[config.mk]
export PLATFORM = sky130hd
export DESIGN_NAME = sum_store_seq
export DESIGN_NICKNAME = d
export VERILOG_FILES = /design/src/rtl/sum_store_pkg.sv /design/src/rtl/store_ctrl.sv /design/src/rtl/store_dp.sv /design/src/rtl/sum_store_seq.sv
export SDC_FILE = /design/constraint.sdc
export NUM_CORES = 1
export LEC_CHECK = 0
export CAP_MARGIN = 20
export CORE_MARGIN = 4
export CORE_UTILIZATION = 35
export CTS_CLUSTER_DIAMETER = 50
export DETAILED_ROUTE_END_ITERATION = 6
export DONT_BUFFER_PORTS = 1
export GPL_TIMING_DRIVEN = 0
export MAX_ROUTING_LAYER = met4
export PLACE_DENSITY = 0.53
export RECOVER_POWER = 50
export SLEW_MARGIN = 5
export SYNTH_ARGS = -nofsm -noshare
export SYNTH_HDL_FRONTEND = slang
export SYNTH_SLANG_ARGS = --single-unit
[constraint.sdc]
create_clock -name clk -period 3.88 [get_ports clk]
set_input_delay 0.388 -clock clk [delete_from_list [all_inputs] [get_ports clk]]
set_output_delay 0.388 -clock clk [all_outputs]
set_load 0.005 [all_outputs]
[src/rtl/sum_store_pkg.sv]
package sum_store_pkg;

  // Phase of one write step; the word selector is held separately.
  typedef enum logic [2:0] {
    PH_IDLE    = 3'd0,
    PH_SETUP   = 3'd1,
    PH_WEN     = 3'd2,
    PH_STROBE  = 3'd3,
    PH_RELEASE = 3'd4,
    PH_FIN     = 3'd5
  } phase_e;

  // Strobes from control to datapath.
  typedef struct packed {
    logic loadRes;   // capture carry and sum
    logic selHigh;   // 0: carry word, 1: sum word
    logic writeLow;  // drive read/write select low
    logic strobe;    // drive chip select high
  } store_ctrl_t;

endpackage

[src/rtl/store_ctrl.sv]
module store_ctrl
  import sum_store_pkg::*;
(
  input  logic        clk,
  input  logic        rstN,
  input  logic        start,
  output store_ctrl_t ctrlO,
  output logic        done
);

  phase_e phaseQ;
  logic   highQ;

  always_ff @(posedge clk or negedge rstN) begin
    if (!rstN) begin
      phaseQ <= PH_IDLE;
      highQ  <= 1'b0;
    end else begin
      unique case (phaseQ)
        PH_IDLE: begin
          if (start) begin
            phaseQ <= PH_SETUP;
            highQ  <= 1'b0;
          end
        end
        PH_SETUP:   phaseQ <= PH_WEN;
        PH_WEN:     phaseQ <= PH_STROBE;
        PH_STROBE:  phaseQ <= PH_RELEASE;
        PH_RELEASE: begin
          if (highQ) begin
            phaseQ <= PH_FIN;
          end else begin
            phaseQ <= PH_SETUP;
            highQ  <= 1'b1;
          end
        end
        PH_FIN:     phaseQ <= PH_IDLE;
        default:    phaseQ <= PH_IDLE;
      endcase
    end
  end

  always_comb begin
    ctrlO.loadRes  = (phaseQ == PH_IDLE) && start;
    ctrlO.selHigh  = highQ;
    ctrlO.writeLow = (phaseQ == PH_WEN) || (phaseQ == PH_STROBE) || (phaseQ == PH_RELEASE);
    ctrlO.strobe   = (phaseQ == PH_STROBE);
    done           = (phaseQ == PH_FIN);
  end

  // completion pulse is a single cycle
  assert_done_single_R7: assert property (@(posedge clk) disable iff (!rstN)
    done |=> !done);

  // completion follows the strobe of the sum word by two cycles
  assert_done_after_second_R9: assert property (@(posedge clk) disable iff (!rstN)
    done |-> ($past(ctrlO.strobe, 2) && ctrlO.selHigh));

  // a start while busy never enters a fresh carry-word step
  assert_busy_start_ignored_R8: assert property (@(posedge clk) disable iff (!rstN)
    (start && phaseQ != PH_IDLE) |=> !(phaseQ == PH_SETUP && !highQ));

endmodule

[src/rtl/store_dp.sv]
module store_dp
  import sum_store_pkg::*;
#(
  parameter int DATA_W  = 4,
  parameter int ADDR_W  = 3,
  parameter int LO_ADDR = 0,
  parameter int HI_ADDR = 1
) (
  input  logic              clk,
  input  logic              rstN,
  input  store_ctrl_t       ctrlI,
  input  logic              resCarry,
  input  logic [DATA_W-1:0] resSum,
  output logic [ADDR_W-1:0] memAddr,
  output logic [DATA_W-1:0] memData,
  output logic              memRwN,
  output logic              memCs,
  output logic              memOe
);

  localparam logic [ADDR_W-1:0] ADDR_CARRY = ADDR_W'(LO_ADDR);
  localparam logic [ADDR_W-1:0] ADDR_SUM   = ADDR_W'(HI_ADDR);
  localparam int                PAD_W      = DATA_W - 1;

  logic              carryQ;
  logic [DATA_W-1:0] sumQ;
  logic [DATA_W-1:0] carryWord;

  always_ff @(posedge clk or negedge rstN) begin
    if (!rstN) begin
      carryQ <= 1'b0;
      sumQ   <= '0;
    end else if (ctrlI.loadRes) begin
      carryQ <= resCarry;
      sumQ   <= resSum;
    end
  end

  assign carryWord = {{PAD_W{1'b0}}, carryQ};

  always_comb begin
    memAddr = ctrlI.selHigh ? ADDR_SUM : ADDR_CARRY;
    memData = ctrlI.selHigh ? sumQ : carryWord;
    memRwN  = !ctrlI.writeLow;
    memCs   = ctrlI.strobe;
    memOe   = 1'b0;
  end

  // strobe rises only after a write-enable lead cycle with steady address/data
  assert_strobe_setup_R5: assert property (@(posedge clk) disable iff (!rstN)
    $rose(memCs) |-> (!memRwN && $past(!memRwN) && $stable(memAddr) && $stable(memData)));

  // chip-select pulse lasts one cycle
  assert_strobe_width_R5: assert property (@(posedge clk) disable iff (!rstN)
    memCs |=> (!memCs && !memRwN));

  // captured result stays frozen while a write step is active
  assert_capture_frozen_R2: assert property (@(posedge clk) disable iff (!rstN)
    (ctrlI.writeLow || ctrlI.strobe) |=> ($stable(carryQ) && $stable(sumQ)));

endmodule

[src/rtl/sum_store_seq.sv]
module sum_store_seq
  import sum_store_pkg::*;
#(
  parameter int DATA_W  = 4,
  parameter int ADDR_W  = 3,
  parameter int LO_ADDR = 0,
  parameter int HI_ADDR = 1
) (
  input  logic              clk,
  input  logic              rstN,
  input  logic              start,
  input  logic              resCarry,
  input  logic [DATA_W-1:0] resSum,
  output logic [ADDR_W-1:0] memAddr,
  output logic [DATA_W-1:0] memData,
  output logic              memRwN,
  output logic              memCs,
  output logic              memOe,
  output logic              done
);

  store_ctrl_t ctrl;

  store_ctrl uCtrl (
    .clk   (clk),
    .rstN  (rstN),
    .start (start),
    .ctrlO (ctrl),
    .done  (done)
  );

  store_dp #(
    .DATA_W  (DATA_W),
    .ADDR_W  (ADDR_W),
    .LO_ADDR (LO_ADDR),
    .HI_ADDR (HI_ADDR)
  ) uDp (
    .clk      (clk),
    .rstN     (rstN),
    .ctrlI    (ctrl),
    .resCarry (resCarry),
    .resSum   (resSum),
    .memAddr  (memAddr),
    .memData  (memData),
    .memRwN   (memRwN),
    .memCs    (memCs),
    .memOe    (memOe)
  );

  // output enable never active while a write is strobed
  assert_oe_quiet_R6: assert property (@(posedge clk) disable iff (!rstN)
    memCs |-> !memOe);

endmodule

==> flow_summary_export.csv, run 1 <==
group,metric,value,unit
outcome,status,"completed",
worst_setup_path,cpMaxStageDelayCell,"clkbuf_1",
route,drtIter0Drc,1,
worst_setup_path,worst_ep_arrival_time,1260,ps
worst_setup_path,path_delay_family,"buffers and inverters",
hold_path,hold_path_class,"in -> reg",
cts,cts-htree-levels,1,
route,met3RoutedLength,57,µm
placement,gp_congestion,0.6725,
route,top_layer_used,"met4",
timing,drv_slew,0,
synth,ys_ff_latch,9,
flow_run,cap_violations,0,
floorplanning,initial_utilization,37.90,%
cts,cts_tree,"yes",
grt,grt_start_max_net_pins,11,
timing,fin_tns_setup,0,ps
power_and_ir_drop,pwr_density_cell,818.3,nW/µm²
worst_setup_path,worstSetupEndpointType,"primary output",
synth,ys_seq_area_share,44.55,%
synth,syn_area_per_cell,12.64,µm²
timing,finClkSkew,2.729,ps
synth,synthFlopType,"dfrtp_1",
worst_setup_path,critPathLaunchType,"flop",
cts,numCtsBuffers,3,
synth,synthCells,40,
synth,synthMostInstantiatedCell,"dfrtp_1",
cts,cts_root_buffer,"clkbuf_4",
floorplanning,die_h,46.01,µm
route,route.met2.wl,446,µm
grt,grt.overflow.total,0,
route,m1WireLength,390,µm
synth,yosysUniqueCellTypes,20,
cells_and_area,stdcell_count,62,
worst_setup_path,worstPathMaxFanout,10,
timing,worst_pin_slew,512.6,ps
power_and_ir_drop,p_leak,0.2611,nW
power_and_ir_drop,ir_drop,0.0002538,V
route,drt-wirelength-per-cell,14.53,µm
timing,max_freq,0.6061,GHz
cts,clock-sinks,9,
cells_and_area,areaGrowthSynthToFinish,10.89,%
route,firstDrtPassIters,3,
cts,post_cts_resized,0,
power_and_ir_drop,total_power,458.7,µW
floorplanning,num_rows,13,
route,ant_nets,0,
placement,dp_cells,57,
route,vias_per_cell,4.645,
placement,io_buffers,0,
timing,grt_setup_unrepaired,"false",
synth,syn_area,505.5,µm²
timing,setup_viol_count_final,0,
timing,relSlewSlack,65.68,%
route,vias,288,
cells_and_area,final_cell_area,560.5,µm²
synth,ys.warnings.count,0,
worst_setup_path,slowest_delay,360,ps
placement,dp_hpwl,668.4,µm
floorplanning,io_pins,19,
worst_setup_path,path_cells,"clkbuf_1 > nor2_1 > mux2i_1",
cts,clk_pin_slew,60,ps
grt,grt_pass1_wl,1421,µm
synth,synth_edf_count,0,
floorplanning,core,1334,µm²
timing,period_share,42.52,%
synth,synth_commonest_cells,"dfrtp_1 (9), mux2_4 (5), buf_4 (4), and2_1 (3), nor2_1 (3)",
synth,synth_top_area_share,44.55,%
synth,synth_top_area_cell,"dfrtp_1",
placement,placed_area,531.8,µm²
cells_and_area,antennaDiodeCount,0,
timing,hold_viol,0,
synth,synthTopCellsByArea,"dfrtp_1 (45%), mux2_4 (15%), buf_4 (5.9%), nor4b_4 (4.7%), buf_6 (4.5%)",
route,drc,0,
grt,grt_pass1_vias,319,
cells_and_area,final_nets,56,
floorplanning,fp.dieW,46.01,µm
cts,insertion_delay,260,ps
cells_and_area,postLayoutCoreUtil,42.03,%
grt,grt_usage,10.39,%
worst_setup_path,worst-setup-path-type,"reg -> out",
route,routed_wl,901,µm
cts,cts_buffer_depth,2,
floorplanning,die_area,2116,µm²
grt,antenna_found_initial,0,
worst_setup_path,required,3490,ps
worst_setup_path,crit_buf_inv,1,
timing,min_period,1650,ps
cells_and_area,layout-drive-gt1-share,38.30,%
synth,async_reset_ff_share,100.0,%
## layout make-up
class / count / area, µm²
fill: 137 / 773.2
multi-input combinational: 26 / 230.2
sequential: 9 / 225.2
buffer: 7 / 50.05
clock buffer: 4 / 26.28
tap: 15 / 18.77
timing repair buffer: 1 / 10.01
## cell usage in the layout, fill, tap and decap left out, types with 2 or more instances in the layout
cell      synthesis  final
nor2_1            3      3
clkbuf_1          0      2
clkbuf_4          0      3
buf_4             4      4
dfrtp_1           9      9
mux2_4            5      5
and2_1            3      3
conb_1            1      3
## sequential cells by signal (all words and copies together), names as in the netlist
name	flops
uDp.carryQ	1
uCtrl.phaseQ	3
uDp.sumQ	4
uCtrl.highQ	1
## routing by layer
metal,GRT usage [%],up-vias
li1,-,142
met1,11.19,135
met2,14.84,9
met3,7.510,2
met4,3.409,0
met5,-,-
## metrics by stage
stage / setup WS [ps] / hold WS (ps)
finish: 2230 / 269.6
global route: 2119 / 253.4
CTS: 2366 / 260.4
detailed placement: 2391 / 92.68
global placement: 2396 / 92.68
floorplan: 2479 / 92.41
## logic make-up (layout without fill, tap and decap cells)
kind of cell	Yosys count	in the layout	share of synthesized area [%]
AOI/OAI and AO/OA	3	3	4.208
xor gates and xnor gates	1	1	1.733
buffers and inverters	7	12	11.39
DFF	9	9	44.56
muxes	7	7	19.06
other	1	3	0.7419
and+or+nand+nor	12	12	18.32
## path summary, 6_finish.rpt
kind | start | slack (ps) | endpoint | depth (start not counted)
worst max register to register | uCtrl.phaseQ[1]$_DFFE_PN0P_ | 2270 | uDp.sumQ[2]$_DFFE_PN0P_ | 3
worst min-delay path | resSum[1] | 270 | uDp.sumQ[1]$_DFFE_PN0P_ | 1
worst max-delay path | uCtrl.phaseQ[1]$_DFFE_PN0P_ | 2230 | memRwN | 3
max in group asynchronous | rstN | 3080 | uDp.carryQ$_DFFE_PN0P_ | 1
worst min register to register | uDp.sumQ[0]$_DFFE_PN0P_ | 510 | uDp.sumQ[0]$_DFFE_PN0P_ | 1
min in group asynchronous | rstN | 500 | uDp.sumQ[1]$_DFFE_PN0P_ | 1
## report_power, final
part           total, mW  internal (mW)  leakage (nW)  switching (mW)
Clock             0.0740         0.0397        0.0150          0.0343
Sequential         0.167          0.141         0.110          0.0262
Combinational      0.217          0.120         0.137          0.0971
Total              0.459          0.301         0.261           0.158
## repair_timing
item                                    CTS  global route
endpoints found under the setup margin    0             0
buffers inserted                          0             0
endpoints found under the hold margin     9             0
hold buffers                              1             0
Power figures use the tool's default switching activity.
==> inputs of run 2 (changes only) <==
- PLACE_DENSITY: 0.53 -> 0.55
- clock period: 3.88 -> 1.3 ns (I/O delays scaled with it)
==> flow_summary_export.csv, run 2 (synthesis gave the netlist of run 1 again) <==
group,metric,value,unit
cells_and_area,layout-drive-gt1-share,47.06,%
floorplanning,die_area,2116,µm²
cts,insertion_delay,260,ps
route,drc,0,
cells_and_area,final_common_cell,"buf_4",
cts,clk_pin_slew,60,ps
floorplanning,die_h,46.01,µm
cts,cts_tree,"yes",
worst_setup_path,path_cells,"buf_6 > buf_4 > or3b_2 > a22o_1",
power_and_ir_drop,swShare,33.06,%
cts,numCtsBuffers,3,
power_and_ir_drop,p_clk_share,15.0,%
cts,cts-htree-levels,1,
grt,antenna_found_initial,0,
grt,grt_pass1_wl,1607,µm
route,routed_wl,922,µm
floorplanning,initial_utilization,37.90,%
floorplanning,core,1334,µm²
timing,min_period,1360,ps
cells_and_area,antennaDiodeCount,0,
cts,clock-sinks,9,
worst_setup_path,required,1460,ps
worst_setup_path,cpMaxStageDelayCell,"or3b_2",
placement,gp_congestion,0.6981,
floorplanning,io_pins,19,
worst_setup_path,r2r_cells,4,
power_and_ir_drop,ir_drop,0.0008105,V
worst_setup_path,worstSetupEndpointType,"flop",
route,drtIter0Drc,5,
power_and_ir_drop,seqPwrFrac,38.7,%
route,vias_per_cell,4.939,
worst_setup_path,worst-setup-path-type,"reg -> reg",
worst_setup_path,worstPathMaxFanout,5,
floorplanning,fp.dieW,46.01,µm
power_and_ir_drop,p_leak,0.2822,nW
power_and_ir_drop,combPwrFrac,46.4,%
power_and_ir_drop,p_int,984.0,µW
timing,setup_viol_count_final,6,
cells_and_area,seq_area,227.7,µm²
outcome,status,"finished, violations left",
route,firstDrtPassIters,4,
worst_setup_path,worst_ep_arrival_time,1520,ps
timing,drv_slew,0,
grt,grt.overflow.total,0,
cells_and_area,largest_reg_flops,4,
timing,hold_viol,0,
placement,io_buffers,0,
cells_and_area,final_nets,60,
worst_setup_path,r2r_start,"uCtrl.phaseQ[0]$_DFFE_PN0P_",
flow_run,cap_violations,0,
timing,fin_tns_setup,-251.4,ps
power_and_ir_drop,total_power,1.470,mW
timing,finClkSkew,5.814,ps
cells_and_area,layout_common_cells,"buf_4 (8), dfrtp_1 (7), mux2_4 (5)",
timing,max_freq,0.7355,GHz
hold_path,worstHoldStart,"resSum[2]",
grt,grt_start_max_net_pins,11,
cells_and_area,multiInputGateArea,230.2,µm²
hold_path,hold_path_class,"in -> reg",
route,ant_nets,0,
timing,grt_setup_unrepaired,"true",
route,vias,326,
timing,period_share,104.6,%
cts,cts_root_buffer,"clkbuf_4",
power_and_ir_drop,power.switching,485.9,µW
power_and_ir_drop,pwr_density_cell,2427,nW/µm²
cells_and_area,top_regs,"uDp.sumQ: 4 flops, uCtrl.phaseQ: 3 flops",
cells_and_area,n_fill_cell,133,
hold_path,whs_endpoint,"uDp.sumQ[2]$_DFFE_PN0P_",
cells_and_area,areaGrowthSynthToFinish,19.80,%
grt,grt_pass1_vias,333,
floorplanning,num_rows,13,
worst_setup_path,slowest_delay,430,ps
route,drt-wirelength-per-cell,13.97,µm
timing,fin_ws,-59.59,ps
worst_setup_path,r2r-end,"uCtrl.highQ$_DFFE_PN0P_",
hold_path,holdPathStages,1,
worst_setup_path,reg2reg_setup_slack,-60,ps
cells_and_area,max_flop_register,"uDp.sumQ",
worst_setup_path,critPathLaunchType,"flop",
outcome,violations,"setup timing",
grt,grt_usage,11.67,%
cts,cts_buffer_depth,2,
## run 2: critical path: cells and delay by family, from the launching register on
| kind | cells | cell delay (ps) |
|---|---|---|
| buffers and inverters | 2 | 260 |
| AND/OR/NAND/NOR | 1 | 430 |
| flip-flops | 1 | 370 |
| AO/OA/AOI/OAI | 1 | 180 |
## run 2: per-stage QoR
step	hold WS, ps	setup WS [ps]	std cells	util, %	cell area, µm²
floorplan	-165.6	-96.45	42	-	513.0
global placement	-165.3	-166.5	57	39.87	531.8
detailed placement	-165.3	-183.4	57	39.87	531.8
CTS	0.2840	-58.76	64	44.18	589.3
global route	0.7173	-131.8	66	45.40	605.6
finish	13.87	-59.59	66	45.40	605.6
## run 2: cell type report
type | count | share of cell area (%)
Sequential cell | 9 | 37.60
Multi-Input combinational cell | 26 | 38.02
Tap cell | 15 | 3.099
Timing Repair Buffer | 7 | 10.12
Clock buffer | 4 | 4.339
Buffer | 5 | 6.818
## run 2: metal layers
layer  share of wire, %  GRT usage (%)  routed length [µm]
met4                2.5          8.523                  23
met3                8.6          3.953                  79
met2                 46          15.66                 423
met1                 43          14.22                 396
met5                  0              -                   0
## run 2: worst max path at each step
stage                           startpoint                 endpoint  slack [ps]
2_1_floorplan  uCtrl.phaseQ[0]$_DFFE_PN0P_   uDp.carryQ$_DFFE_PN0P_        -100
3_3_place_gp   uCtrl.phaseQ[0]$_DFFE_PN0P_  uDp.sumQ[1]$_DFFE_PN0P_        -170
3_5_place_dp   uCtrl.phaseQ[0]$_DFFE_PN0P_  uDp.sumQ[3]$_DFFE_PN0P_        -180
4_1_cts        uCtrl.phaseQ[1]$_DFFE_PN0P_  uDp.sumQ[3]$_DFFE_PN0P_         -60
5_1_grt        uCtrl.phaseQ[0]$_DFFE_PN0P_  uDp.sumQ[3]$_DFFE_PN0P_        -130
6_report       uCtrl.phaseQ[0]$_DFFE_PN0P_  uCtrl.highQ$_DFFE_PN0P_         -60
## run 2: repair_timing
action                                 CTS  global route
setup endpoints to repair                5             7
pin swaps                                1             0
endpoints found under the hold margin    9             1
hold buffers                             1             1
resized for setup                        1             2
buffers inserted                         3             2
## run 2: power groups by stage
stage | combinational [mW] | sequential (mW) | clock [mW]
2_1_floorplan | 0.602 | 0.480 | 0
3_3_place_gp | 0.651 | 0.500 | 0
3_5_place_dp | 0.672 | 0.512 | 0
4_1_cts | 0.695 | 0.548 | 0.233
5_1_grt | 0.753 | 0.602 | 0.246
6_report | 0.681 | 0.569 | 0.220
==> inputs of run 3 (changes only) <==
- ABC_AREA: unset -> 1
- CTS_CLUSTER_SIZE: unset -> 8
==> flow_summary_export.csv, run 3 <==
group,metric,value,unit
synth,synth_top_area_cell,"dfrtp_1",
timing,setup_viol_count_final,0,
placement,io_buffers,0,
route,vias,380,
worst_setup_path,worst_ep_arrival_time,990,ps
worst_setup_path,cpMaxStageDelayCell,"dfrtp_1",
worst_setup_path,path_cells,"o21ai_0 > o21ai_0",
synth,synthTopCellsByArea,"dfrtp_1 (47%), nand2_1 (17%), nand4_1 (6.6%), buf_4 (6.3%), o21ai_0 (4.2%)",
placement,gp_congestion,0.6889,
worst_setup_path,slowest_delay,450,ps
cts,insertion_delay,260,ps
floorplanning,die_area,2008,µm²
power_and_ir_drop,pwr_density_cell,2315,nW/µm²
grt,use_met1,13.05,%
cells_and_area,layout_common_cells,"nand2_1 (21), dfrtp_1 (9), inv_1 (5), nand4_1 (5)",
synth,synth_commonest_cells,"nand2_1 (21), dfrtp_1 (9), inv_1 (5), nand4_1 (5)",
cells_and_area,final_nets,75,
route,drt-wirelength-per-cell,11.14,µm
timing,grt_setup_unrepaired,"false",
cells_and_area,largest_reg_flops,4,
timing,hold_viol,0,
cts,clock-sinks,9,
cells_and_area,areaGrowthSynthToFinish,13.19,%
floorplanning,num_rows,13,
cts,numCtsBuffers,3,
grt,busiest_layer,"met2",
timing,drv_slew,0,
route,drc,0,
grt,grtUsageMet3,3.984,%
cts,cts-htree-levels,1,
timing,hold_ws,14.56,ps
worst_setup_path,crit_top_cell,"o21ai_0",
synth,synth_edf_count,0,
cts,cts_tree,"yes",
grt,grt.overflow.total,0,
grt,grt_start_max_net_pins,11,
cts,clk_pin_slew,60,ps
grt,grt_usage,10.96,%
worst_setup_path,worst-setup-path-type,"reg -> out",
grt,antenna_found_initial,0,
synth,synthCells,59,
timing,period_share,86.49,%
timing,fin_tns_setup,0,ps
synth,yosysUniqueCellTypes,15,
cells_and_area,final_common_cell,"nand2_1",
cells_and_area,max_flop_register,"uDp.sumQ",
route,routed_wl,902,µm
floorplanning,fp.dieW,44.81,µm
flow_run,cap_violations,0,
synth,synthFlopType,"dfrtp_1",
outcome,status,"completed",
synth,ys_ff_latch,9,
timing,max_freq,0.8893,GHz
synth,synth_top_area_share,47.49,%
grt,met2_usage,14.61,%
floorplanning,io_pins,19,
floorplanning,initial_utilization,36.90,%
synth,ys_seq_area_share,47.49,%
synth,synthMostInstantiatedCell,"nand2_1",
worst_setup_path,critPathLaunchType,"flop",
cts,post_cts_resized,0,
cells_and_area,postLayoutCoreUtil,41.77,%
power_and_ir_drop,ir_drop,0.0008083,V
floorplanning,die_h,44.81,µm
worst_setup_path,worstPathMaxFanout,6,
worst_setup_path,reg2reg_setup_slack,210,ps
cells_and_area,stdcell_count,81,
route,firstDrtPassIters,2,
worst_setup_path,path_delay_family,"flip-flops",
worst_setup_path,crit_buf_inv,0,
placement,dp_cells,76,
cts,cts_root_buffer,"clkbuf_4",
route,drtIter0Drc,1,
cts,cts_buffer_depth,2,
cells_and_area,n_fill_cell,136,
route,ant_nets,0,
power_and_ir_drop,p_leak,0.2933,nW
timing,min_period,1124,ps
synth,ys.warnings.count,0,
grt,grt_pass1_wl,1483,µm
synth,syn_area,474.2,µm²
floorplanning,core,1285,µm²
synth,syn_area_per_cell,8.037,µm²
timing,finClkSkew,0.5133,ps
route,vias_per_cell,4.691,
grt,grt_pass1_vias,355,
cells_and_area,layout-drive-gt1-share,16.67,%
cells_and_area,antennaDiodeCount,0,
worst_setup_path,worstSetupEndpointType,"primary output",
placement,dp_hpwl,678.4,µm
cells_and_area,top_regs,"uDp.sumQ: 4 flops, uCtrl.phaseQ: 3 flops",
placement,place_worst_setup_slack,214.7,ps
synth,async_reset_ff_share,100.0,%
timing,fin_ws,175.6,ps
worst_setup_path,required,1170,ps
hold_path,hold_path_class,"in -> reg",
==> run 3: cell types whose count changed after synthesis, moves of 2 or more <==
cell | before | now
and2_1 | 3 | 0
buf_6 | 2 | 0
inv_1 | 0 | 5
mux2_4 | 5 | 0
nand2_1 | 1 | 21
nand4_1 | 0 | 5
o21ai_0 | 1 | 4
==> run 3: repair_timing <==
item                                   CTS  global route
setup buffers                            0             0
endpoints found under the hold margin    9             0
hold buffers                             1             0
setup endpoints to repair                0             0
==> run 3: kinds of logic (layout without fill, tap and decap cells) <==
| family | after synthesis | count (layout) | share of synthesized area (%) |
|---|---|---|---|
| buffers and inverters | 11 | 16 | 12.14 |
| other | 1 | 3 | 0.7908 |
| AO/OA/AOI/OAI | 5 | 5 | 5.276 |
| flip-flops | 9 | 9 | 47.49 |
| AND/OR/NAND/NOR | 33 | 33 | 34.30 |
==> run 3: final timing paths <==
check | endpoint | depth (start not counted) | from
setup reg to reg | uDp.sumQ[2]$_DFFE_PN0P_ | 4 | uCtrl.phaseQ[1]$_DFFE_PN0P_
setup / recovery | memRwN | 2 | uCtrl.phaseQ[1]$_DFFE_PN0P_
min in group asynchronous | uCtrl.phaseQ[2]$_DFFE_PN0P_ | 1 | rstN
hold reg to reg | uDp.sumQ[3]$_DFFE_PN0P_ | 2 | uDp.sumQ[3]$_DFFE_PN0P_
hold / removal | uDp.sumQ[3]$_DFFE_PN0P_ | 2 | resSum[3]
max in group asynchronous | uDp.sumQ[0]$_DFFE_PN0P_ | 1 | rstN
==> run 3: cell type report <==
| type | count | area [µm²] | area share (%) |
|---|---|---|---|
| sequential | 9 | 225.2 | 41.96 |
| tap | 15 | 18.77 | 3.497 |
| clock buffer | 4 | 26.28 | 4.895 |
| timing repair buffer | 1 | 10.01 | 1.865 |
| buffer | 5 | 35.03 | 6.527 |
| inverter | 6 | 22.52 | 4.196 |
| multi-input combinational | 41 | 198.9 | 37.06 |
==> run 3: where the power goes <==
part | internal (mW) | switching (mW)
clock network | 0.118 | 0.100
logic | 0.175 | 0.309
registers | 0.417 | 0.123
==> run 3: stage by stage <==
step | total power [mW] | area [µm²]
finish | 1.243 | 536.8
global route | 1.382 | 536.8
CTS | 1.266 | 536.8
detailed placement | 1.038 | 500.5
global placement | 1.025 | 500.5
floorplan | 0.9369 | 481.7
==> run 3: metal layers <==
layer | wire [µm] | vias up
met5 | 0 | -
met3 | 49 | 4
met1 | 418 | 164
met2 | 408 | 11
met4 | 25 | 0
li1 | - | 201
